[config.mk]
export PLATFORM = sky130hd
export DESIGN_NAME = intr_cause_aggr
export DESIGN_NICKNAME = d
export VERILOG_FILES = /design/src/rtl/icag_pkg.sv /design/src/rtl/icag_group_cause.sv /design/src/rtl/icag_main_map.sv /design/src/rtl/icag_mask_irq.sv /design/src/rtl/intr_cause_aggr.sv
export SDC_FILE = /design/constraint.sdc
export NUM_CORES = 1
export LEC_CHECK = 0
export BUFFER_PORTS_ARGS = -buffer_cell sky130_fd_sc_hd__clkbuf_2
export CAP_MARGIN = 20
export CELL_PAD_IN_SITES_DETAIL_PLACEMENT = 1
export CELL_PAD_IN_SITES_GLOBAL_PLACEMENT = 1
export CORE_UTILIZATION = 34
export DETAILED_ROUTE_END_ITERATION = 16
export HOLD_SLACK_MARGIN = 0.06
export PLACE_DENSITY = 0.81
export SYNTH_ARGS = -nofsm -noshare
export SYNTH_HDL_FRONTEND = slang
export SYNTH_SLANG_ARGS = --single-unit
export TNS_END_PERCENT = 10
[constraint.sdc]
create_clock -name clk -period 1.4 [get_ports clk]
set_clock_uncertainty 0.1 [all_clocks]
set_input_delay 0.28 -clock clk [delete_from_list [all_inputs] [get_ports clk]]
set_output_delay 0.28 -clock clk [all_outputs]
set_load 0.01 [all_outputs]
[src/rtl/icag_pkg.sv]
package icag_pkg;

    localparam int NUM_GROUPS   = 2;
    localparam int CH_PER_GROUP = 4;
    localparam int DEV_OFFSET   = 8;
    localparam int AUX_N        = 9;
    localparam int DATA_W       = 32;
    localparam int NUM_CH       = NUM_GROUPS * CH_PER_GROUP;
    localparam int GRP_W        = DEV_OFFSET + CH_PER_GROUP;
    localparam int ADDR_W       = $clog2(NUM_GROUPS + 2);

    typedef enum logic [ADDR_W-1:0] {
        SEL_GRP0 = 2'd0,
        SEL_GRP1 = 2'd1,
        SEL_MAIN = 2'd2,
        SEL_MASK = 2'd3
    } reg_sel_e;

    typedef struct packed {
        logic              valid;
        logic              write;
        logic [ADDR_W-1:0] addr;
        logic [DATA_W-1:0] wdata;
    } reg_req_t;

    // Main cause position of a channel's queue-done bit; one spare bit per group boundary.
    function automatic int chan_pos(input int n, input int cpg);
        return 2 * n + (n / cpg);
    endfunction

    // Auxiliary event positions: first at 22, the rest from 24 upward.
    function automatic int aux_pos(input int i);
        return (i == 0) ? 22 : 23 + i;
    endfunction

    // Mask bits that software may set.
    function automatic logic [DATA_W-1:0] writable_mask(input int nch, input int cpg, input int naux);
        logic [DATA_W-1:0] m;
        m = '0;
        for (int n = 0; n < nch; n++) begin
            m[chan_pos(n, cpg)]     = 1'b1;
            m[chan_pos(n, cpg) + 1] = 1'b1;
        end
        for (int i = 0; i < naux; i++) m[aux_pos(i)] = 1'b1;
        return m;
    endfunction

endpackage

[src/rtl/icag_group_cause.sv]
module icag_group_cause #(
    parameter int CPG     = icag_pkg::CH_PER_GROUP,
    parameter int DEV_OFF = icag_pkg::DEV_OFFSET,
    parameter int DW      = icag_pkg::DATA_W,
    localparam int GW     = DEV_OFF + CPG
) (
    input  logic           clk,
    input  logic           rst,
    input  logic [CPG-1:0] qdone_i,
    input  logic [CPG-1:0] dev_i,
    input  logic           wr_en_i,
    input  logic [DW-1:0]  wdata_i,
    output logic [GW-1:0]  cause_o
);
    logic [GW-1:0] set_vec;
    logic [GW-1:0] keep_vec;
    logic [GW-1:0] cause_q;

    always_comb begin
        set_vec = '0;
        for (int c = 0; c < CPG; c++) begin
            set_vec[c]           = qdone_i[c];
            set_vec[DEV_OFF + c] = dev_i[c];
        end
    end

    assign keep_vec = wr_en_i ? wdata_i[GW-1:0] : {GW{1'b1}};

    // Pulses are ORed in after the clear so a colliding event survives.
    always_ff @(posedge clk) begin
        if (rst) cause_q <= '0;
        else     cause_q <= (cause_q & keep_vec) | set_vec;
    end

    assign cause_o = cause_q;

    a_r4_event_wins: assert property (@(posedge clk) disable iff (rst)
        qdone_i[0] |=> cause_o[0]);

    a_r2_dev_sets: assert property (@(posedge clk) disable iff (rst)
        dev_i[CPG-1] |=> cause_o[DEV_OFF + CPG - 1]);

    a_r3_zero_clears: assert property (@(posedge clk) disable iff (rst)
        (wr_en_i && wdata_i[GW-1:0] == '0 && qdone_i == '0 && dev_i == '0) |=> (cause_o == '0));

    a_r3_hold_idle: assert property (@(posedge clk) disable iff (rst)
        (!wr_en_i && qdone_i == '0 && dev_i == '0) |=> $stable(cause_o));

endmodule

[src/rtl/icag_main_map.sv]
module icag_main_map #(
    parameter int NG      = icag_pkg::NUM_GROUPS,
    parameter int CPG     = icag_pkg::CH_PER_GROUP,
    parameter int DEV_OFF = icag_pkg::DEV_OFFSET,
    parameter int NAUX    = icag_pkg::AUX_N,
    parameter int DW      = icag_pkg::DATA_W,
    localparam int GW     = DEV_OFF + CPG,
    localparam int NCH    = NG * CPG
) (
    input  logic [NG-1:0][GW-1:0] grp_i,
    input  logic [NAUX-1:0]       aux_i,
    output logic [DW-1:0]         main_o
);
    logic [DW-1:0] chan_bits;
    logic [DW-1:0] aux_bits;

    always_comb begin
        chan_bits = '0;
        for (int n = 0; n < NCH; n++) begin
            chan_bits[icag_pkg::chan_pos(n, CPG)]     = grp_i[n / CPG][n % CPG];
            chan_bits[icag_pkg::chan_pos(n, CPG) + 1] = grp_i[n / CPG][DEV_OFF + (n % CPG)];
        end
    end

    always_comb begin
        aux_bits = '0;
        for (int i = 0; i < NAUX; i++) aux_bits[icag_pkg::aux_pos(i)] = aux_i[i];
    end

    assign main_o = chan_bits | aux_bits;

endmodule

[src/rtl/icag_mask_irq.sv]
module icag_mask_irq #(
    parameter int DW             = icag_pkg::DATA_W,
    parameter logic [DW-1:0] WMASK = '1
) (
    input  logic          clk,
    input  logic          rst,
    input  logic          wr_en_i,
    input  logic [DW-1:0] wdata_i,
    input  logic [DW-1:0] cause_i,
    output logic [DW-1:0] mask_o,
    output logic          irq_o
);
    logic [DW-1:0] mask_q;
    logic          irq_q;

    always_ff @(posedge clk) begin
        if (rst) begin
            mask_q <= '0;
            irq_q  <= 1'b0;
        end else begin
            if (wr_en_i) mask_q <= wdata_i & WMASK;
            irq_q <= |(cause_i & mask_q);
        end
    end

    assign mask_o = mask_q;
    assign irq_o  = irq_q;

    a_r8_irq_quiet: assert property (@(posedge clk) disable iff (rst)
        (mask_o == '0) |=> !irq_o);

    a_r8_irq_raise: assert property (@(posedge clk) disable iff (rst)
        ((cause_i & mask_o) != '0) |=> irq_o);

endmodule

[src/rtl/intr_cause_aggr.sv]
module intr_cause_aggr #(
    parameter int NUM_GROUPS   = icag_pkg::NUM_GROUPS,
    parameter int CH_PER_GROUP = icag_pkg::CH_PER_GROUP,
    parameter int DEV_OFFSET   = icag_pkg::DEV_OFFSET,
    parameter int AUX_N        = icag_pkg::AUX_N,
    parameter int DATA_W       = icag_pkg::DATA_W,
    localparam int NUM_CH      = NUM_GROUPS * CH_PER_GROUP,
    localparam int GRP_W       = DEV_OFFSET + CH_PER_GROUP,
    localparam int ADDR_W      = $clog2(NUM_GROUPS + 2)
) (
    input  logic              clk,
    input  logic              rst,
    input  logic [NUM_CH-1:0] qdone_i,
    input  logic [NUM_CH-1:0] dev_irq_i,
    input  logic [AUX_N-1:0]  aux_evt_i,
    input  logic              reg_valid_i,
    input  logic              reg_write_i,
    input  logic [ADDR_W-1:0] reg_addr_i,
    input  logic [DATA_W-1:0] reg_wdata_i,
    output logic [DATA_W-1:0] rd_data_o,
    output logic              irq_o
);
    import icag_pkg::*;

    localparam logic [DATA_W-1:0] WMASK = writable_mask(NUM_CH, CH_PER_GROUP, AUX_N);
    localparam int MAIN_ADDR = NUM_GROUPS;
    localparam int MASK_ADDR = NUM_GROUPS + 1;

    reg_req_t req;
    assign req = '{valid: reg_valid_i, write: reg_write_i, addr: reg_addr_i, wdata: reg_wdata_i};

    logic [NUM_GROUPS-1:0][GRP_W-1:0] grp_cause;
    logic [DATA_W-1:0] main_cause;
    logic [DATA_W-1:0] mask_val;
    logic [DATA_W-1:0] rd_next;
    logic [DATA_W-1:0] rd_q;

    for (genvar g = 0; g < NUM_GROUPS; g++) begin : g_grp
        icag_group_cause #(
            .CPG     (CH_PER_GROUP),
            .DEV_OFF (DEV_OFFSET),
            .DW      (DATA_W)
        ) u_grp (
            .clk     (clk),
            .rst     (rst),
            .qdone_i (qdone_i[g*CH_PER_GROUP +: CH_PER_GROUP]),
            .dev_i   (dev_irq_i[g*CH_PER_GROUP +: CH_PER_GROUP]),
            .wr_en_i (req.valid && req.write && int'(req.addr) == g),
            .wdata_i (req.wdata),
            .cause_o (grp_cause[g])
        );
    end

    icag_main_map #(
        .NG      (NUM_GROUPS),
        .CPG     (CH_PER_GROUP),
        .DEV_OFF (DEV_OFFSET),
        .NAUX    (AUX_N),
        .DW      (DATA_W)
    ) u_map (
        .grp_i  (grp_cause),
        .aux_i  (aux_evt_i),
        .main_o (main_cause)
    );

    icag_mask_irq #(
        .DW    (DATA_W),
        .WMASK (WMASK)
    ) u_mask (
        .clk     (clk),
        .rst     (rst),
        .wr_en_i (req.valid && req.write && int'(req.addr) == MASK_ADDR),
        .wdata_i (req.wdata),
        .cause_i (main_cause),
        .mask_o  (mask_val),
        .irq_o   (irq_o)
    );

    always_comb begin
        rd_next = '0;
        if (int'(req.addr) < NUM_GROUPS)       rd_next[GRP_W-1:0] = grp_cause[req.addr];
        else if (int'(req.addr) == MAIN_ADDR)  rd_next = main_cause;
        else                                   rd_next = mask_val;
    end

    always_ff @(posedge clk) begin
        if (rst)                         rd_q <= '0;
        else if (req.valid && !req.write) rd_q <= rd_next;
    end

    assign rd_data_o = rd_q;

    a_r9_read_holds: assert property (@(posedge clk) disable iff (rst)
        !(reg_valid_i && !reg_write_i) |=> $stable(rd_data_o));

endmodule

# [Word-level counts from Yosys, hierarchy flattened]
# Index checks and enable logic that the tools add are counted.
[op_classes] order_cmp=2 eq_ne=3 muxes=7 n_bitwise=6 reduce_logical=8
[op_table] op="$mux W12" count=5
[op_table] op="$and A32 B32 Y32" count=1
[op_table] op="$mux W32" count=1
[op_table] op="$or A17 B32 Y32" count=1
[op_table] op="$reduce_or A32 Y1" count=1
[op_table] op="$and A12 B12 Y12" count=2
[op_table] op="$or A12 B12 Y12" count=2
[op_table] op="$mux W20" count=1
[op_table] op="$logic_and A1 B1 Y1" count=5
[op_table] op="$eq A2 B2 Y1 const B" count=2
[op_table] op="$lt A2 B2 Y1 const B" count=2
[op_table] op="$eq A2 B1 Y1 const B" count=1
[op_table] op="$logic_not A2 Y1" count=1
[op_table] op="$logic_not A1 Y1" count=1
[totals] register_bits=82 word_cells=31

# [Logic depth before layout (Yosys ltp)]
# Gate-level depths: netlist (run 1).
[logic_depth] depth_word=5 depth_mapped=7 depth_no_buf=4

# [By module]
# From an unflattened synthesis (run 1), not the netlist that was laid out.
[hier_totals] cells_unflattened=381 area_unflattened_um2=4081.4
[modules_own_cells] module="intr_cause_aggr" instances=1 cells_per_inst=150 area_per_inst_um2=1664.1
[modules_own_cells] module="icag_mask_irq" instances=1 cells_per_inst=106 area_per_inst_um2=1109.8
[modules_own_cells] module="icag_group_cause" instances=2 cells_per_inst=46 area_per_inst_um2=531.8
[modules_own_cells] module="icag_main_map" instances=1 cells_per_inst=33 area_per_inst_um2=244.0

# [Least setup slack after synthesis (run 1)]
# No wires, ideal clock.
[synth_timing] kind="input -> register" from="input port reg_addr_i[1]" to="register g_grp[1].u_grp.cause_q[10]" arrival_ns=1.116 required_ns=1.168 slack_ns=0.051 path_stages=6 path_buffers=3 path_cell_list="buf_6 clkbuf_8 nand4b_1 buf_4 o21ai_0 a21oi_1"
[synth_between] elab_chain_len=5
[synth_rtl] element="from (decl)" line="intr_cause_aggr.sv:18" text="input logic [ADDR_W-1:0] reg_addr_i,"
[synth_rtl] element="$eq A2 B2 Y1" line="intr_cause_aggr.sv:48" text=".wr_en_i (req.valid && req.write && int'(req.addr) == g),"
[synth_rtl] element="$logic_and A1 B1 Y1" line="intr_cause_aggr.sv:48"
[synth_rtl] element="$mux W12" line="icag_group_cause.sv:27" text="assign keep_vec = wr_en_i ? wdata_i[GW-1:0] : {GW{1'b1}};"
[synth_rtl] element="$and A12 B12 Y12" line="icag_group_cause.sv:32" text="else cause_q <= (cause_q & keep_vec) | set_vec;"
[synth_rtl] element="$or A12 B12 Y12" line="icag_group_cause.sv:32"
[synth_rtl] element="to (signal assigned)" line="icag_group_cause.sv:32"
[synth_rtl] element="to (decl)" line="icag_group_cause.sv:17" text="logic [GW-1:0] cause_q;"
# Every way passes these cells.
# A chain may end at the register's enable or synchronous reset.

# [Worst setup path after layout (run 1)]
[layout_timing] from="register g_grp[0].u_grp.cause_q[8]" to="register u_mask.irq_q (netlist: u_mask.irq_o)"
[layout_between] elab_chain_len=3
[layout_rtl] element="from (decl)" line="icag_group_cause.sv:17"
[layout_rtl] element="from (signal assigned)" line="icag_group_cause.sv:32"
[layout_rtl] element="$or A17 B32 Y32" line="icag_main_map.sv:30" text="assign main_o = chan_bits | aux_bits;"
[layout_rtl] element="$and A32 B32 Y32" line="icag_mask_irq.sv:22" text="irq_q <= |(cause_i & mask_q);"
[layout_rtl] element="$reduce_or A32 Y1" line="icag_mask_irq.sv:22"
[layout_rtl] element="to (signal assigned)" line="icag_mask_irq.sv:22"
[layout_rtl] element="to (decl)" line="icag_mask_irq.sv:14" text="logic irq_q;"
# Every way passes these cells.

==> impl_metrics.env, run 1 <==
export IMPL_run_status="finished, final reports clean"
export IMPL_clock_latency_ps=350
export IMPL_grt_pass1_wl_mm=15.6
export IMPL_yosys_area_top_type="dfxtp_1"
export IMPL_post_cts_setup_buffers=0
export IMPL_placedInstanceArea_um2=3830
export IMPL_grt_setup_unrepaired="false"
export IMPL_internal_power_mw=3.14
export IMPL_core_area_um2=9240
export IMPL_timing_fmax_ghz=0.757
export IMPL_grtUsageTotal_pct=20.9
export IMPL_dieHeight_um=99.5
export IMPL_worstSetupStartpointType="flop"
export IMPL_final_instance_count_excl_fill=607
export IMPL_reg2reg_slack_ps=80
export IMPL_synthMuxAreaShare_pct=12.6
export IMPL_place_gp_congestion=0.810
export IMPL_layout_cell_area_excl_fill_um2=4230
export IMPL_synth_async_reset_ratio_pct=0
export IMPL_synth_cell_type_count=31
export IMPL_totalNegativeSetupSlack_ps=0
export IMPL_grt_overflow_total=0
export IMPL_yosysWarningCount=0
export IMPL_post_synth_main_area_contributors="dfxtp_1 (47%), a21oi_1 (8.2%), nand2_1 (8.1%), mux4_2 (6.3%), a22oi_1 (4.9%)"
export IMPL_detailedPlacementHpwl_mm=7.25
export IMPL_switchingPower_mw=1.12
export IMPL_power_after_layout_mw=4.26
export IMPL_worst_hold_slack_ps=77.4
export IMPL_clock_sink_count=76
export IMPL_die_area_um2=9910
export IMPL_crit_path_dat_ps=1420
export IMPL_ios=96
export IMPL_drive_above_1_share_pct=29.3
export IMPL_period_share_pct=94.4
export IMPL_timing_final_crit_period_ps=1320
export IMPL_clk_pin_slew_worst_paths_ps=80
export IMPL_num_vias=3067
export IMPL_drt_pass1_iterations=4
export IMPL_tritoncts="built"
export IMPL_synth_xor_xnor_area_share_pct=0
export IMPL_rows=35
export IMPL_remaining_drc_errors=0
export IMPL_htreeDepth=3
export IMPL_ys_dominant_reg_cell="dfxtp_1"
export IMPL_antenna_diode_count=0
export IMPL_post_synth_and_or_nand_nor_area_fraction_pct=15.1
export IMPL_wl_per_cell_um=16.5
export IMPL_worstSetupEndpointType="flop"
export IMPL_synth_enable_flop_cells=0
export IMPL_placement_setup_worst_slack_ps=-192
export IMPL_cts_repair_resize_count=0
export IMPL_peakVddDrop_mv=0.413
export IMPL_synthesis_area_um2=3230
export IMPL_cts_root_buf="clkbuf_8"
export IMPL_dieWidth_um=99.5
export IMPL_synth_seq_cells=76
export IMPL_initial_core_util_pct=35.0
export IMPL_hold_buffers_post_cts=24
export IMPL_syn_avg_cell_area_um2=8.93
export IMPL_detail_route_iter0_violations=159
export IMPL_clock_path_buffers=2
export IMPL_required_ps=1500
export IMPL_initial_antenna_violation_count=0
export IMPL_power_sequential_fraction_pct=53.9
export IMPL_synth_adder_area_share_pct=0
export IMPL_cellLeakagePower_nw=1.77
export IMPL_share_of_the_synthesized_area_in_the_top_cell_type_pct=47.0
export IMPL_final_hold_violation_count=0
export IMPL_final_setup_viol_count=0
export IMPL_postRouteWirelength_mm=9.99
export IMPL_timing_final_ws_setup_ps=78.2
export IMPL_via_count_of_the_first_global_routing_pass=3111
export IMPL_cts_inserted_buffers=9
export IMPL_synth_top_family_by_area="compound AO/OA/AOI/OAI gates"
export IMPL_sw_frac_of_total_pct=26.4
export IMPL_yosysSeqAreaShare_pct=47.0
export IMPL_grt_max_degree=47
export IMPL_dpl_cell_count=567
export IMPL_io_buffers=83
export IMPL_hold_path_class="primary input to flop"
export IMPL_share_clk_of_total_power_pct=33.4
export IMPL_drv_slew=0
export IMPL_pwr_density_cell_nw_per_um2=1010
export IMPL_synthesis_instances=362
export IMPL_path_max_fanout=4
export IMPL_final_core_util_pct=45.8
export IMPL_routed_via_density=5.05
export IMPL_synth_compound_area_share_pct=17.4
export IMPL_nets=536
export IMPL_power_frac_comb_pct=12.8
export IMPL_setup_worst_path_class="flop to flop"
export IMPL_drv_max_cap_violation_count=0
export IMPL_postRouteAntennaNets=0
export IMPL_synthToLayoutAreaGrowth_pct=30.9
-- logic make-up (layout without fill, tap and decap cells) --
group | count (synthesis) | in the layout
AO/OA/AOI/OAI | 97 | 97
buffers and inverters | 47 | 158
flip-flops | 76 | 76
multiplexers | 26 | 26
other | 1 | 6
AND/OR/NAND/NOR | 115 | 115
-- sequential cells by signal, indices dropped and copies added (netlist names) --
| signal | flops |
|---|---|
| u_mask.mask_o | 25 |
| rd_data_o | 26 |
| u_mask.irq_o | 1 |
| g_grp.u_grp.cause_o | 24 |
-- per-layer routing --
layer | part of all wire, % | GRT usage [%] | vias up
li1 | - | - | 1463
met2 | 53 | 38.6 | 93
met3 | 4.6 | 4.85 | 9
met4 | 1.1 | 5.32 | 0
met5 | 0 | 0 | -
met1 | 42 | 24.4 | 1502
-- cells in the final DEF, fill, tap and decap left out, drive strengths merged, types with 5 or more instances in the layout --
| master | Yosys | layout |
|---|---|---|
| clkbuf | 10 | 94 |
| dfxtp | 76 | 76 |
| a22oi | 21 | 21 |
| nand2 | 70 | 70 |
| buf | 21 | 19 |
| o21ai | 16 | 16 |
| mux2 | 14 | 14 |
| dlygate4sd3 | 0 | 24 |
| clkinv | 0 | 5 |
| nor3b | 8 | 8 |
| mux4 | 10 | 10 |
| nor2 | 27 | 27 |
| conb | 1 | 6 |
| inv | 16 | 16 |
| a21oi | 53 | 53 |
-- synthesized netlist by cell type (8+ instances only) --
cell / count
a21oi_1: 53
a22oi_1: 21
buf_2: 8
buf_4: 12
clkbuf_1: 9
dfxtp_1: 76
inv_1: 16
mux2_2: 14
mux4_2: 9
nand2_1: 70
nor2_1: 27
nor3b_1: 8
o21ai_0: 16
-- power by group through the flow --
stage	combinational [mW]	clock, mW	sequential, mW
CTS	0.544	1.47	2.30
finish	0.545	1.42	2.30
global route	0.593	1.55	2.30
floorplan	0.276	0	2.33
global placement	0.474	0	2.34
detailed placement	0.486	0	2.35
-- worst paths after layout --
kind                            depth (start not counted)                   endpoint                      start
worst min register to register                          2               rd_data_o[1]               rd_data_o[1]
worst max-delay path                                    3               u_mask.irq_o  g_grp[0].u_grp.cause_o[8]
worst max register to register                          3               u_mask.irq_o  g_grp[0].u_grp.cause_o[8]
worst min-delay path                                    3  g_grp[1].u_grp.cause_o[8]               dev_irq_i[4]
-- area by class of cell --
| class | count | area [um^2] |
|---|---|---|
| fill | 1120 | 5010 |
| sequential | 76 | 1520 |
| multi-input combinational | 244 | 1480 |
| timing repair buffer | 126 | 848 |
| tap | 129 | 161 |
| clock buffer | 11 | 131 |
| inverter | 16 | 60.1 |
| clock inverter | 5 | 28.8 |
-- worst max-delay path, cell delays in order, from the launching register on --
cell and delay, ps:
dfxtp_1 340, a22o_1 250, a221oi_1 290, a41oi_1 190
No activity file was read; power rests on OpenSTA's default activity.
==> run 2, diff against run 1 <==
--- a/config.mk
+++ b/config.mk
@@ -5,14 +5,15 @@
 export SDC_FILE = /design/constraint.sdc
 export NUM_CORES = 1
 export LEC_CHECK = 0
-export BUFFER_PORTS_ARGS = -buffer_cell sky130_fd_sc_hd__clkbuf_2
 export CAP_MARGIN = 20
 export CELL_PAD_IN_SITES_DETAIL_PLACEMENT = 1
 export CELL_PAD_IN_SITES_GLOBAL_PLACEMENT = 1
-export CORE_UTILIZATION = 34
+export CORE_UTILIZATION = 30
 export DETAILED_ROUTE_END_ITERATION = 16
+export DONT_BUFFER_PORTS = 1
 export HOLD_SLACK_MARGIN = 0.06
-export PLACE_DENSITY = 0.81
+export MAX_ROUTING_LAYER = met4
+export PLACE_DENSITY = 0.63
 export SYNTH_ARGS = -nofsm -noshare
 export SYNTH_HDL_FRONTEND = slang
 export SYNTH_SLANG_ARGS = --single-unit
==> run 2 against run 1 <==
Global-route usage down 0.94 points. Combinational power down 31%. Sequential power about the same. Critical endpoint is now g_grp[0].u_grp.cause_o[8]. Cell count down 9.4%. Critical path type unchanged. Highest routed layer unchanged. Core utilization down 6.2 points.
==> impl_metrics.env, run 2 (synthesis results as in run 1) <==
export IMPL_remaining_drc_errors=0
export IMPL_peakVddDrop_mv=0.513
export IMPL_detail_route_wirelength_met1_mm=4.42
export IMPL_timing_critical_path_slowest_cell_delay_ps=580
export IMPL_path_max_fanout=4
export IMPL_cts_inserted_buffers=9
export IMPL_postRouteAntennaNets=0
export IMPL_nets=472
export IMPL_hold_path_class="primary input to flop"
export IMPL_tritoncts="built"
export IMPL_crit_path_dat_ps=1520
export IMPL_grt_max_degree=44
export IMPL_setup_worst_path_class="flop to flop"
export IMPL_topRoutingLayerUsed="met4"
export IMPL_dr_wl_met3_um=692
export IMPL_placedInstanceArea_um2=3330
export IMPL_ios=96
export IMPL_synthToLayoutAreaGrowth_pct=26.9
export IMPL_final_setup_viol_count=0
export IMPL_final_instance_count_excl_fill=550
export IMPL_clock_path_buffers=2
export IMPL_path_cells="o21ai_1, a21oi_1, dlygate4sd3_1"
export IMPL_most_common_layout_cells="nand2_1 (70), dfxtp_1 (68), a21oi_1 (53)"
export IMPL_clk_pin_slew_worst_paths_ps=90
export IMPL_via_count_of_the_first_global_routing_pass=2976
export IMPL_buffers_plus_inverters_on_the_worst_setup_path=1
export IMPL_routed_via_density=5.02
export IMPL_timing_final_crit_period_ps=1330
export IMPL_worstSetupStartpointType="flop"
export IMPL_reg2reg_slack_ps=70
export IMPL_die_area_um2=11200
export IMPL_period_share_pct=94.9
export IMPL_initial_antenna_violation_count=0
export IMPL_critical_path_slowest_cell="dlygate4sd3_1"
export IMPL_cellLeakagePower_nw=1.58
export IMPL_drt_pass1_iterations=4
export IMPL_post_cts_setup_buffers=0
export IMPL_dieWidth_um=106
export IMPL_wl_per_cell_um=18.7
export IMPL_drive_above_1_share_pct=14.0
export IMPL_layout_cell_area_excl_fill_um2=4110
export IMPL_run_status="finished, final reports clean"
export IMPL_core_area_um2=10400
export IMPL_htreeDepth=3
export IMPL_num_vias=2762
export IMPL_detail_route_iter0_violations=127
export IMPL_totalNegativeSetupSlack_ps=0
export IMPL_drv_slew=0
export IMPL_grt_pass1_wl_mm=16.4
export IMPL_grt_setup_unrepaired="false"
export IMPL_clock_latency_ps=350
export IMPL_fillers=1219
export IMPL_postRouteWirelength_mm=10.3
export IMPL_antenna_diode_count=0
export IMPL_required_ps=1590
export IMPL_drv_max_cap_violation_count=0
export IMPL_detailedPlacementHpwl_mm=6.90
export IMPL_critical_path_top_delay_family="buffers and inverters"
export IMPL_cts_root_buf="clkbuf_8"
export IMPL_route_met2_wl_mm=4.89
export IMPL_dieHeight_um=106
export IMPL_dpl_cell_count=481
export IMPL_place_gp_congestion=0.741
export IMPL_worstSetupEndpointType="flop"
export IMPL_rows=37
export IMPL_final_hold_violation_count=0
export IMPL_pwr_density_cell_nw_per_um2=1120
export IMPL_timing_fmax_ghz=0.752
export IMPL_final_common_cell="nand2_1"
export IMPL_io_buffers=0
export IMPL_initial_core_util_pct=31.2
export IMPL_clock_sink_count=76
export IMPL_grtUsageTotal_pct=20.0
export IMPL_grt_overflow_total=0
export IMPL_number_of_flip_flops_in_the_largest_register=26
==> run 2: changes by cell type in the layout (fill, tap and decap cells not counted), moves of 2 or more <==
cell           before  now
clkinv_2            4    1
clkinvlp_4          0    3
dfxtp_2             0    7
dlygate4sd3_1      24   52
o21ai_0            16   12
clkbuf_1            2    0
o21ai_1             0    4
clkbuf_2           83    0
bufinv_16           0    2
dfxtp_1            76   68
buf_4              15    7
==> run 2: final timing paths <==
kind,start,end,cells past startpoint
setup / recovery,g_grp[0].u_grp.cause_o[8],g_grp[0].u_grp.cause_o[8],3
hold / removal,reg_wdata_i[11],g_grp[0].u_grp.cause_o[11],2
setup reg to reg,g_grp[0].u_grp.cause_o[8],g_grp[0].u_grp.cause_o[8],3
hold reg to reg,u_mask.mask_o[25],u_mask.mask_o[25],2
==> run 2: worst reg2reg max path, stage by stage, from the launching register on <==
cell,delay (ps)
dfxtp_2,360
o21ai_1,70
a21oi_1,160
dlygate4sd3_1,580
==> run 2: timing repair <==
action,4_1_cts,5_1_grt
hold buffers,53,0
endpoints found under the hold margin,76,0
setup endpoints to repair,0,9
resized for setup,0,13
==> run 2: routing by layer <==
metal  vias up  track usage, %
met5         -               -
met4         0            7.84
met3        17            5.88
met2        88            31.8
met1      1320            23.8
li1       1337               -
==> run 2: power breakdown <==
group          total, mW  internal [mW]  switching, mW  leakage [nW]
Combinational      0.376          0.209          0.168         0.856
Clock               1.89           1.05          0.845         0.105
Sequential          2.31           2.23         0.0804         0.622
Total               4.58           3.49           1.09          1.58
==> run 2: through the flow <==
step / worst slack, ps / hold WS, ps / utilization, % / total power [mW]
after detailed placement: 158 / 258 / 32.1 / 2.63
final: 70.7 / 62.6 / 39.6 / 4.58
after CTS: 27.3 / 60.1 / 39.5 / 4.63
after global placement: 148 / 256 / 32.1 / 2.62
after floorplan: 51.5 / 309 / - / 2.60
after global routing: 9.19 / 92.0 / 39.6 / 4.75
==> run 2: area by class of cell <==
type | instances | area [um^2] | share of cell area, %
clock buffer | 10 | 138 | 3.35
clock inverter | 6 | 87.6 | 2.13
inverter | 16 | 60.1 | 1.46
multi-input combinational | 244 | 1480 | 36.1
sequential | 76 | 1530 | 37.4
tap | 136 | 170 | 4.15
timing repair buffer | 62 | 633 | 15.4
